File: src/rtl/shq_pkg.sv
package shq_pkg;

  // Write-handling policy of the bank scheduler
  typedef enum logic {
    WR_DEFER = 1'b0,  // writes wait for all reads in the bank
    WR_EQUAL = 1'b1   // writes are queued with their warp like reads
  } wr_mode_e;

endpackage

File: src/rtl/shq_counters.sv
// Per-warp pending read/write counters and row tags.
module shq_counters #(
  parameter int N_WARPS = 8,
  parameter int CNT_W   = 5,
  parameter int ROW_W   = 8,
  parameter int WIDX_W  = 3
) (
  input  logic                            clk,
  input  logic                            rst_n,
  input  logic                            enq_valid,
  input  logic [WIDX_W-1:0]               enq_idx,
  input  logic [ROW_W-1:0]                enq_row,
  input  logic                            enq_write,
  input  logic                            dec_valid,
  input  logic [WIDX_W-1:0]               dec_idx,
  input  logic                            dec_write,
  output logic [N_WARPS-1:0][CNT_W-1:0]   rd_cnt,
  output logic [N_WARPS-1:0][CNT_W-1:0]   wr_cnt,
  output logic [N_WARPS-1:0][ROW_W-1:0]   row_tag
);

  for (genvar w = 0; w < N_WARPS; w++) begin : g_warp
    logic             enq_here;
    logic             dec_here;
    logic [CNT_W-1:0] rd_q, rd_d;
    logic [CNT_W-1:0] wr_q, wr_d;
    logic [ROW_W-1:0] tag_q;

    always_comb begin
      enq_here = enq_valid && (enq_idx == WIDX_W'(w));
      dec_here = dec_valid && (dec_idx == WIDX_W'(w));
      rd_d = rd_q;
      wr_d = wr_q;
      if (enq_here && !enq_write) rd_d = rd_d + CNT_W'(1);
      if (enq_here &&  enq_write) wr_d = wr_d + CNT_W'(1);
      if (dec_here && !dec_write) rd_d = rd_d - CNT_W'(1);
      if (dec_here &&  dec_write) wr_d = wr_d - CNT_W'(1);
    end

    always_ff @(posedge clk or negedge rst_n) begin
      if (!rst_n) begin
        rd_q  <= '0;
        wr_q  <= '0;
        tag_q <= '0;
      end else begin
        rd_q <= rd_d;
        wr_q <= wr_d;
        if (enq_here) tag_q <= enq_row;
      end
    end

    assign rd_cnt[w]  = rd_q;
    assign wr_cnt[w]  = wr_q;
    assign row_tag[w] = tag_q;
  end

endmodule

File: src/rtl/shq_core_pick.sv
// Picks the busy core with the smallest assigned-warp count (lowest index on ties).
module shq_core_pick #(
  parameter int N_CORES = 2,
  parameter int WCNT_W  = 8,
  parameter int CORE_W  = 1
) (
  input  logic [N_CORES-1:0]             core_busy,
  input  logic [N_CORES-1:0][WCNT_W-1:0] wcnt,
  output logic                           core_any,
  output logic [CORE_W-1:0]              core_sel
);

  logic [WCNT_W-1:0] best;

  always_comb begin
    core_any = 1'b0;
    core_sel = '0;
    best     = '0;
    for (int c = 0; c < N_CORES; c++) begin
      if (core_busy[c] && (!core_any || (wcnt[c] < best))) begin
        core_any = 1'b1;
        best     = wcnt[c];
        core_sel = CORE_W'(c);
      end
    end
  end

endmodule

File: src/rtl/shq_queue_pick.sv
// Within one core: shortest hit queue against k times the shortest miss queue.
module shq_queue_pick #(
  parameter int WPC    = 4,
  parameter int LEN_W  = 6,
  parameter int K_W    = 8,
  parameter int K_FRAC = 4,
  parameter int WARP_W = 2
) (
  input  logic [WPC-1:0][LEN_W-1:0] len,
  input  logic [WPC-1:0]            hit,
  input  logic [K_W-1:0]            k,
  output logic                      pick_valid,
  output logic [WARP_W-1:0]         pick_warp,
  output logic                      pick_hit
);

  localparam int PROD_W = LEN_W + K_W;

  logic              hs_v, ms_v;
  logic [LEN_W-1:0]  hs_len, ms_len;
  logic [WARP_W-1:0] hs_w, ms_w;
  logic [PROD_W-1:0] hs_scaled, ms_scaled;
  logic              choose_ms;

  always_comb begin
    hs_v = 1'b0; hs_len = '0; hs_w = '0;
    ms_v = 1'b0; ms_len = '0; ms_w = '0;
    for (int w = 0; w < WPC; w++) begin
      if (len[w] != '0) begin
        if (hit[w]) begin
          if (!hs_v || (len[w] < hs_len)) begin
            hs_v = 1'b1; hs_len = len[w]; hs_w = WARP_W'(w);
          end
        end else begin
          if (!ms_v || (len[w] < ms_len)) begin
            ms_v = 1'b1; ms_len = len[w]; ms_w = WARP_W'(w);
          end
        end
      end
    end
  end

  // fixed-point compare: hs << K_FRAC against ms * k
  assign hs_scaled  = PROD_W'(hs_len) << K_FRAC;
  assign ms_scaled  = PROD_W'(ms_len) * PROD_W'(k);
  assign choose_ms  = ms_v && (!hs_v || (hs_scaled > ms_scaled));
  assign pick_valid = hs_v || ms_v;
  assign pick_warp  = choose_ms ? ms_w : hs_w;
  assign pick_hit   = pick_valid && !choose_ms;

endmodule

File: src/rtl/shq_bank_sched.sv
// Per-bank warp-aware shortest-queue request scheduler.
module shq_bank_sched #(
  parameter int N_CORES        = 2,
  parameter int WARPS_PER_CORE = 4,
  parameter int CNT_W          = 5,
  parameter int ROW_W          = 8,
  parameter int WCNT_W         = 8,
  parameter int K_W            = 8,
  parameter int K_FRAC         = 4,
  parameter int K_RESET        = 144,
  localparam int CORE_W        = (N_CORES > 1) ? $clog2(N_CORES) : 1,
  localparam int WARP_W        = (WARPS_PER_CORE > 1) ? $clog2(WARPS_PER_CORE) : 1
) (
  input  logic              clk,
  input  logic              rst_n,
  input  logic              enq_valid,
  input  logic [CORE_W-1:0] enq_core,
  input  logic [WARP_W-1:0] enq_warp,
  input  logic [ROW_W-1:0]  enq_row,
  input  logic              enq_write,
  input  logic [ROW_W-1:0]  open_row,
  input  logic              wcnt_load,
  input  logic [CORE_W-1:0] wcnt_core,
  input  logic [WCNT_W-1:0] wcnt_value,
  input  logic              k_load,
  input  logic [K_W-1:0]    k_value,
  input  logic              write_equal,
  input  logic              bank_ready,
  output logic              gnt_valid,
  output logic [CORE_W-1:0] gnt_core,
  output logic [WARP_W-1:0] gnt_warp,
  output logic              gnt_hit,
  output logic              gnt_write
);

  import shq_pkg::*;

  localparam int N_WARPS = N_CORES * WARPS_PER_CORE;
  localparam int WIDX_W  = (N_WARPS > 1) ? $clog2(N_WARPS) : 1;
  localparam int LEN_W   = CNT_W + 1;

  function automatic logic [WIDX_W-1:0] widx(input logic [CORE_W-1:0] c,
                                             input logic [WARP_W-1:0] w);
    return WIDX_W'(int'(c) * WARPS_PER_CORE + int'(w));
  endfunction

  wr_mode_e mode;
  assign mode = wr_mode_e'(write_equal);

  // ---------------- assigned-warp counts and k register ----------------
  logic [N_CORES-1:0][WCNT_W-1:0] wcnt_q, wcnt_d;
  logic [K_W-1:0]                 k_q, k_d;

  always_comb begin
    wcnt_d = wcnt_q;
    if (wcnt_load) wcnt_d[wcnt_core] = wcnt_value;
    k_d = k_load ? k_value : k_q;
  end

  always_ff @(posedge clk or negedge rst_n) begin
    if (!rst_n) begin
      wcnt_q <= '0;
      k_q    <= K_W'(K_RESET);
    end else begin
      wcnt_q <= wcnt_d;
      k_q    <= k_d;
    end
  end

  // ---------------- per-warp counters ----------------
  logic [N_WARPS-1:0][CNT_W-1:0] rd_cnt, wr_cnt;
  logic [N_WARPS-1:0][ROW_W-1:0] row_tag;
  logic [WIDX_W-1:0]             enq_idx, g_idx;

  assign enq_idx = widx(enq_core, enq_warp);

  shq_counters #(
    .N_WARPS(N_WARPS), .CNT_W(CNT_W), .ROW_W(ROW_W), .WIDX_W(WIDX_W)
  ) u_cnt (
    .clk(clk), .rst_n(rst_n),
    .enq_valid(enq_valid), .enq_idx(enq_idx), .enq_row(enq_row), .enq_write(enq_write),
    .dec_valid(gnt_valid), .dec_idx(g_idx), .dec_write(gnt_write),
    .rd_cnt(rd_cnt), .wr_cnt(wr_cnt), .row_tag(row_tag)
  );

  // ---------------- queue lengths and hit flags ----------------
  logic                          any_rd;
  logic [N_WARPS-1:0][LEN_W-1:0] len_w;
  logic [N_WARPS-1:0]            hit_w;
  logic [N_CORES-1:0]            core_busy;

  always_comb begin
    any_rd = 1'b0;
    for (int w = 0; w < N_WARPS; w++) any_rd = any_rd || (rd_cnt[w] != '0);
    for (int w = 0; w < N_WARPS; w++) begin
      if (mode == WR_EQUAL)  len_w[w] = LEN_W'(rd_cnt[w]) + LEN_W'(wr_cnt[w]);
      else if (any_rd)       len_w[w] = LEN_W'(rd_cnt[w]);
      else                   len_w[w] = LEN_W'(wr_cnt[w]);
      hit_w[w] = (len_w[w] != '0) && (row_tag[w] == open_row);
    end
    for (int c = 0; c < N_CORES; c++) begin
      core_busy[c] = 1'b0;
      for (int w = 0; w < WARPS_PER_CORE; w++)
        core_busy[c] = core_busy[c] || (len_w[widx(CORE_W'(c), WARP_W'(w))] != '0);
    end
  end

  // ---------------- core then queue selection ----------------
  logic                                  core_any;
  logic [CORE_W-1:0]                     core_sel;
  logic [WARPS_PER_CORE-1:0][LEN_W-1:0]  sel_len;
  logic [WARPS_PER_CORE-1:0]             sel_hit;
  logic                                  pick_valid, pick_hit;
  logic [WARP_W-1:0]                     pick_warp;

  shq_core_pick #(
    .N_CORES(N_CORES), .WCNT_W(WCNT_W), .CORE_W(CORE_W)
  ) u_core (
    .core_busy(core_busy), .wcnt(wcnt_q), .core_any(core_any), .core_sel(core_sel)
  );

  always_comb begin
    for (int w = 0; w < WARPS_PER_CORE; w++) begin
      sel_len[w] = len_w[widx(core_sel, WARP_W'(w))];
      sel_hit[w] = hit_w[widx(core_sel, WARP_W'(w))];
    end
  end

  shq_queue_pick #(
    .WPC(WARPS_PER_CORE), .LEN_W(LEN_W), .K_W(K_W), .K_FRAC(K_FRAC), .WARP_W(WARP_W)
  ) u_queue (
    .len(sel_len), .hit(sel_hit), .k(k_q),
    .pick_valid(pick_valid), .pick_warp(pick_warp), .pick_hit(pick_hit)
  );

  // ---------------- sticky hit queue and grant ----------------
  logic              stk_v_q, stk_v_d;
  logic [CORE_W-1:0] stk_core_q, stk_core_d;
  logic [WARP_W-1:0] stk_warp_q, stk_warp_d;
  logic              stk_ok;

  assign stk_ok = stk_v_q && hit_w[widx(stk_core_q, stk_warp_q)];

  always_comb begin
    gnt_valid = 1'b0;
    gnt_hit   = 1'b0;
    gnt_core  = stk_core_q;
    gnt_warp  = stk_warp_q;
    if (bank_ready) begin
      if (stk_ok) begin
        gnt_valid = 1'b1;
        gnt_hit   = 1'b1;
      end else if (core_any && pick_valid) begin
        gnt_valid = 1'b1;
        gnt_hit   = pick_hit;
        gnt_core  = core_sel;
        gnt_warp  = pick_warp;
      end
    end
    g_idx = widx(gnt_core, gnt_warp);
    if (mode == WR_EQUAL) gnt_write = (rd_cnt[g_idx] == '0);
    else                  gnt_write = !any_rd;
  end

  always_comb begin
    stk_v_d    = stk_v_q;
    stk_core_d = stk_core_q;
    stk_warp_d = stk_warp_q;
    if (gnt_valid) begin
      stk_v_d    = gnt_hit;
      stk_core_d = gnt_core;
      stk_warp_d = gnt_warp;
    end
  end

  always_ff @(posedge clk or negedge rst_n) begin
    if (!rst_n) begin
      stk_v_q    <= 1'b0;
      stk_core_q <= '0;
      stk_warp_q <= '0;
    end else begin
      stk_v_q    <= stk_v_d;
      stk_core_q <= stk_core_d;
      stk_warp_q <= stk_warp_d;
    end
  end

endmodule

File: config.mk
export PLATFORM = sky130hd
export DESIGN_NAME = shq_bank_sched
export DESIGN_NICKNAME = d
export VERILOG_FILES = /design/src/rtl/shq_pkg.sv /design/src/rtl/shq_counters.sv /design/src/rtl/shq_core_pick.sv /design/src/rtl/shq_queue_pick.sv /design/src/rtl/shq_bank_sched.sv
export SDC_FILE = /design/constraint.sdc
export NUM_CORES = 1
export LEC_CHECK = 0
export BUFFER_PORTS_ARGS = -buffer_cell sky130_fd_sc_hd__buf_2
export CORE_MARGIN = 5
export CORE_UTILIZATION = 45
export DETAILED_ROUTE_END_ITERATION = 16
export GPL_TIMING_DRIVEN = 0
export PLACE_DENSITY = 0.62
export SLEW_MARGIN = 20
export SYNTH_ARGS = -nofsm -noshare
export SYNTH_HDL_FRONTEND = slang
export SYNTH_SLANG_ARGS = --single-unit
File: constraint.sdc
create_clock -name clk -period 27.3 [get_ports clk]
set_input_delay 4.095 -clock clk [delete_from_list [all_inputs] [get_ports clk]]
set_output_delay 4.095 -clock clk [all_outputs]
set_load 0.05 [all_outputs]
==> results by group <==
Routing
  • Number of violations reported at the end of detailed-routing iteration 0: ~1,200
  • Mean routed wirelength per cell: between 20 and 25 um
  • Uppermost signal routing layer after detailed routing: met4
  • Amount of wire on met3 after detailed routing: 4091 um
  • Wire length the detailed router placed on met1: 24,300 um
  • Met2 routed wirelength: roughly 25,000 um
  • Final routed DRC violation total: 0
  • Pre-antenna DRT Iters: 5
  • Via density per instance: between 6 and 7
  • Overall via count from detail_route: roughly 15,000
  • ANT nets after route: 0
  • WL final: 55,650 um

Global route
  • Pin count of the biggest net entering global routing: 91
  • First-pass GRT wire length: 85,780 um
  • Antenna violations before repair: 0
  • All-layer global routing usage: 0.2669
  • Vias in the first global route: 14,650
  • Remaining Overflow, GRT: 0

Yosys
  • Cell variety after synth: 96
  • Commonest cells post-synth: nand2_1, dfrtp_1, ha_1
  • Post-Syn Area: 16,910 um^2
  • Number of synthesized flops with an enable pin: 0
  • Xor/xnor share of the synthesized area: 0.1067
  • Portion of the post-synthesis area used by sequential elements: 0.2547
  • Top FF cell, synth: dfrtp_1
  • Count of mapped cells out of synthesis: 1,932
  • Leading post-synthesis cells by cell area: dfrtp_1, ha_1, xor2_1
  • Portion of netlist area occupied by mux cells: 0.08169
  • Warnings, synthesis: 0
  • Mean area per synthesized cell: 8.752 um^2
  • Adder and majority cell fraction of the synthesized area: 0.1464
  • FFs w/ async S/R, synth: 1.000
  • Share of Yosys cell area claimed by the top area cell type: 0.2516
  • Area fraction in compound gates after synthesis: 0.1608
  • Post-synthesis simple-gate area fraction: 0.2095
  • Combinational family with the most area after synthesis: simple AND/OR/NAND/NOR gates
  • Most numerous cell in the Yosys netlist: nand2_1
  • Synthesized flop and latch total: ~170
  • Post-synthesis net count: 2,154
  • Library cell occupying the most area in the post-synthesis netlist: dfrtp_1

Setup path
  • CP max stage delay: 970 ps
  • RR Endpoint: u_cnt.g_warp[3].rd_q[4]
  • End point of the critical path: gnt_write
  • Data arrival time at the worst-slack endpoint: 22,310 ps
  • Biggest fanout along the worst timing path: 10
  • Worst setup path startpoint: write_equal
  • Critical Path Start Type: input port
  • Reg2reg start: u_cnt.g_warp[0].rd_q[2]
  • Critical Path Most Common Cell: a21o_1
  • Nature of the critical path endpoint: primary output
  • R2r setup slk: 5880 ps
  • Classification of the worst setup path: in2out
  • R2r worst-path depth: 77
  • Library cell contributing the largest single delay on the critical path: o21ai_0
  • Required time of the critical path: 23,200 ps

STA
  • Final max-slew violation count: 0
  • Time the worst path needs with I/O delays and setup: 26,400 ps
  • Final worst-path cycle share: 0.9671
  • Setup Skew: 15.23 ps
  • Final Hold Fails: 0
  • Highest clock rate: 37.87 MHz
  • Final worst slack: 896.8 ps
  • Worst-Margin Slew: between 1000 and 1500 ps
  • Hold slack final: around 490 ps
  • Setup repair after global routing missed its margin: false
  • Setup violators final: 0
  • Max transition margin: 0.2276

Layout
  • Filler-free cell count of the finished design: 2,523
  • Post-synthesis to final-layout area growth: 10.43%
  • Antenna Diode Count: 0
  • Total non-filler cell area in the finished layout: 18,670 um^2
  • Fill count: around 3,600
  • Share of final-layout standard cells stronger than drive strength 1: 0.1198
  • Total Nets Final: approximately 2,200

Clock tree
  • Root Driver: clkbuf_16
  • H-Tree Depth: 4
  • CTS buffer count: 17
  • Buffers from clock root to sink, at most: 2
  • Clock insertion delay at the later pin of the skew report: roughly 470 ps
  • Clock tree from TritonCTS: yes
  • Clk sinks: 172
  • Clock transition at path regs: around 70 ps

Die
  • Area of the die: 41,550 um^2
  • Io pins: 50
  • Starting density of the core: 0.4521
  • Chip width: 203.8 um
  • Standard-cell row count: a little over 70
  • Floorplan die height: 203.8 um
  • Std-Cell Core Area: 37,400 um^2

Placed design
  • Area post-placement: 17,850 um^2
  • Count of placed standard cells including taps: 2,486
  • Placed wire-length estimate after detailed placement: 43,250 um
  • Dpl ws: -1314 ps
  • Last weighted congestion value of the routability-driven placer: around 1.0
  • Count of input and output buffers: 38

Run
  • Max Cap Violations: 0

Min path
  • Path type of the worst min-delay path: reg2reg

Run status
  • Result of the run: complete, no violations
## sequential cells by signal (all words and copies together), names as in the netlist
signal	cells
wcnt_q	16
u_cnt.g_warp.rd_q	40
stk_v_q	1
stk_warp_q	2
k_q	8
u_cnt.g_warp.tag_q	64
stk_core_q	1
u_cnt.g_warp.wr_q	40
## cell type report
class | count | area (um^2) | share of cell area
inverters | 102 | 382.9 | 0.02051
clock inverters | 12 | 152.6 | 0.008175
well taps | 511 | 639.4 | 0.03424
plain buffers | 72 | 317.8 | 0.01702
flip-flops and latches | 172 | 4307 | 0.2307
clock buffers | 20 | 456.7 | 0.02446
multi-input cells | 1585 | 12110 | 0.6487
repair buffers | 49 | 304.0 | 0.01628
## per-stage QoR
stage | TNS, ps | util
global route | 0 | 0.4992
CTS | 0 | 0.4948
finish | 0 | 0.4992
detailed placement | -1694 | 0.4773
global placement | -1256 | 0.4743
floorplan | 0 | -
## per-layer routing
metal  track usage  vias up
met5             0        -
met4        0.1019        0
met3       0.05966      102
met2        0.4179      537
met1        0.3622     7430
li1              -     7085
## worst max-delay path, delay by kind of cell
kind,cells,cell delay [ps]
fa+ha+maj,9,3310
xor+xnor,1,100
compound gates,34,7670
buf+inv,8,1830
mux,2,810
simple gates,20,4410
## how the worst min path moves through the flow
stage | start | end | slack [ps] | cells past startpoint
after floorplan | stk_v_q | stk_v_q | 440 | 1
after global placement | stk_v_q | stk_v_q | 460 | 1
after detailed placement | stk_v_q | stk_v_q | 460 | 1
after CTS | stk_v_q | stk_v_q | 490 | 1
after global routing | stk_v_q | stk_v_q | 500 | 1
final | stk_v_q | stk_v_q | 490 | 1
## repair_timing
item	4_1_cts	5_1_grt
gates resized for setup	15	38
buffers inserted	1	5
setup endpoints to repair	3	3
hold endpoints to repair	0	0
hold buffers	0	0
pin swaps	1	3
## cell families after synthesis
kind of cell,count (synthesis)
AOI/OAI and AO/OA,376
xor gates and xnor gates,206
adders and majority gates,178
buffers and inverters,175
DFF,172
muxes,127
and+or+nand+nor,698
## cell usage in the layout (no fill, tap or decap), drive strengths merged, types with 40 or more instances in the layout
cell type | netlist | final
a21oi | 85 | 85
nand3 | 53 | 53
dfrtp | 170 | 170
nor3 | 40 | 40
mux2i | 57 | 57
xnor2 | 89 | 89
nand2 | 228 | 228
xor2 | 117 | 117
inv | 102 | 108
ha | 145 | 145
nor2 | 123 | 123
mux2 | 68 | 68
clkbuf | 54 | 74
and2 | 40 | 40
o21ai | 50 | 50
buf | 19 | 67
Power is not shown: default switching activity piles up to over one toggle a cycle in this logic, so the estimate is an artifact.
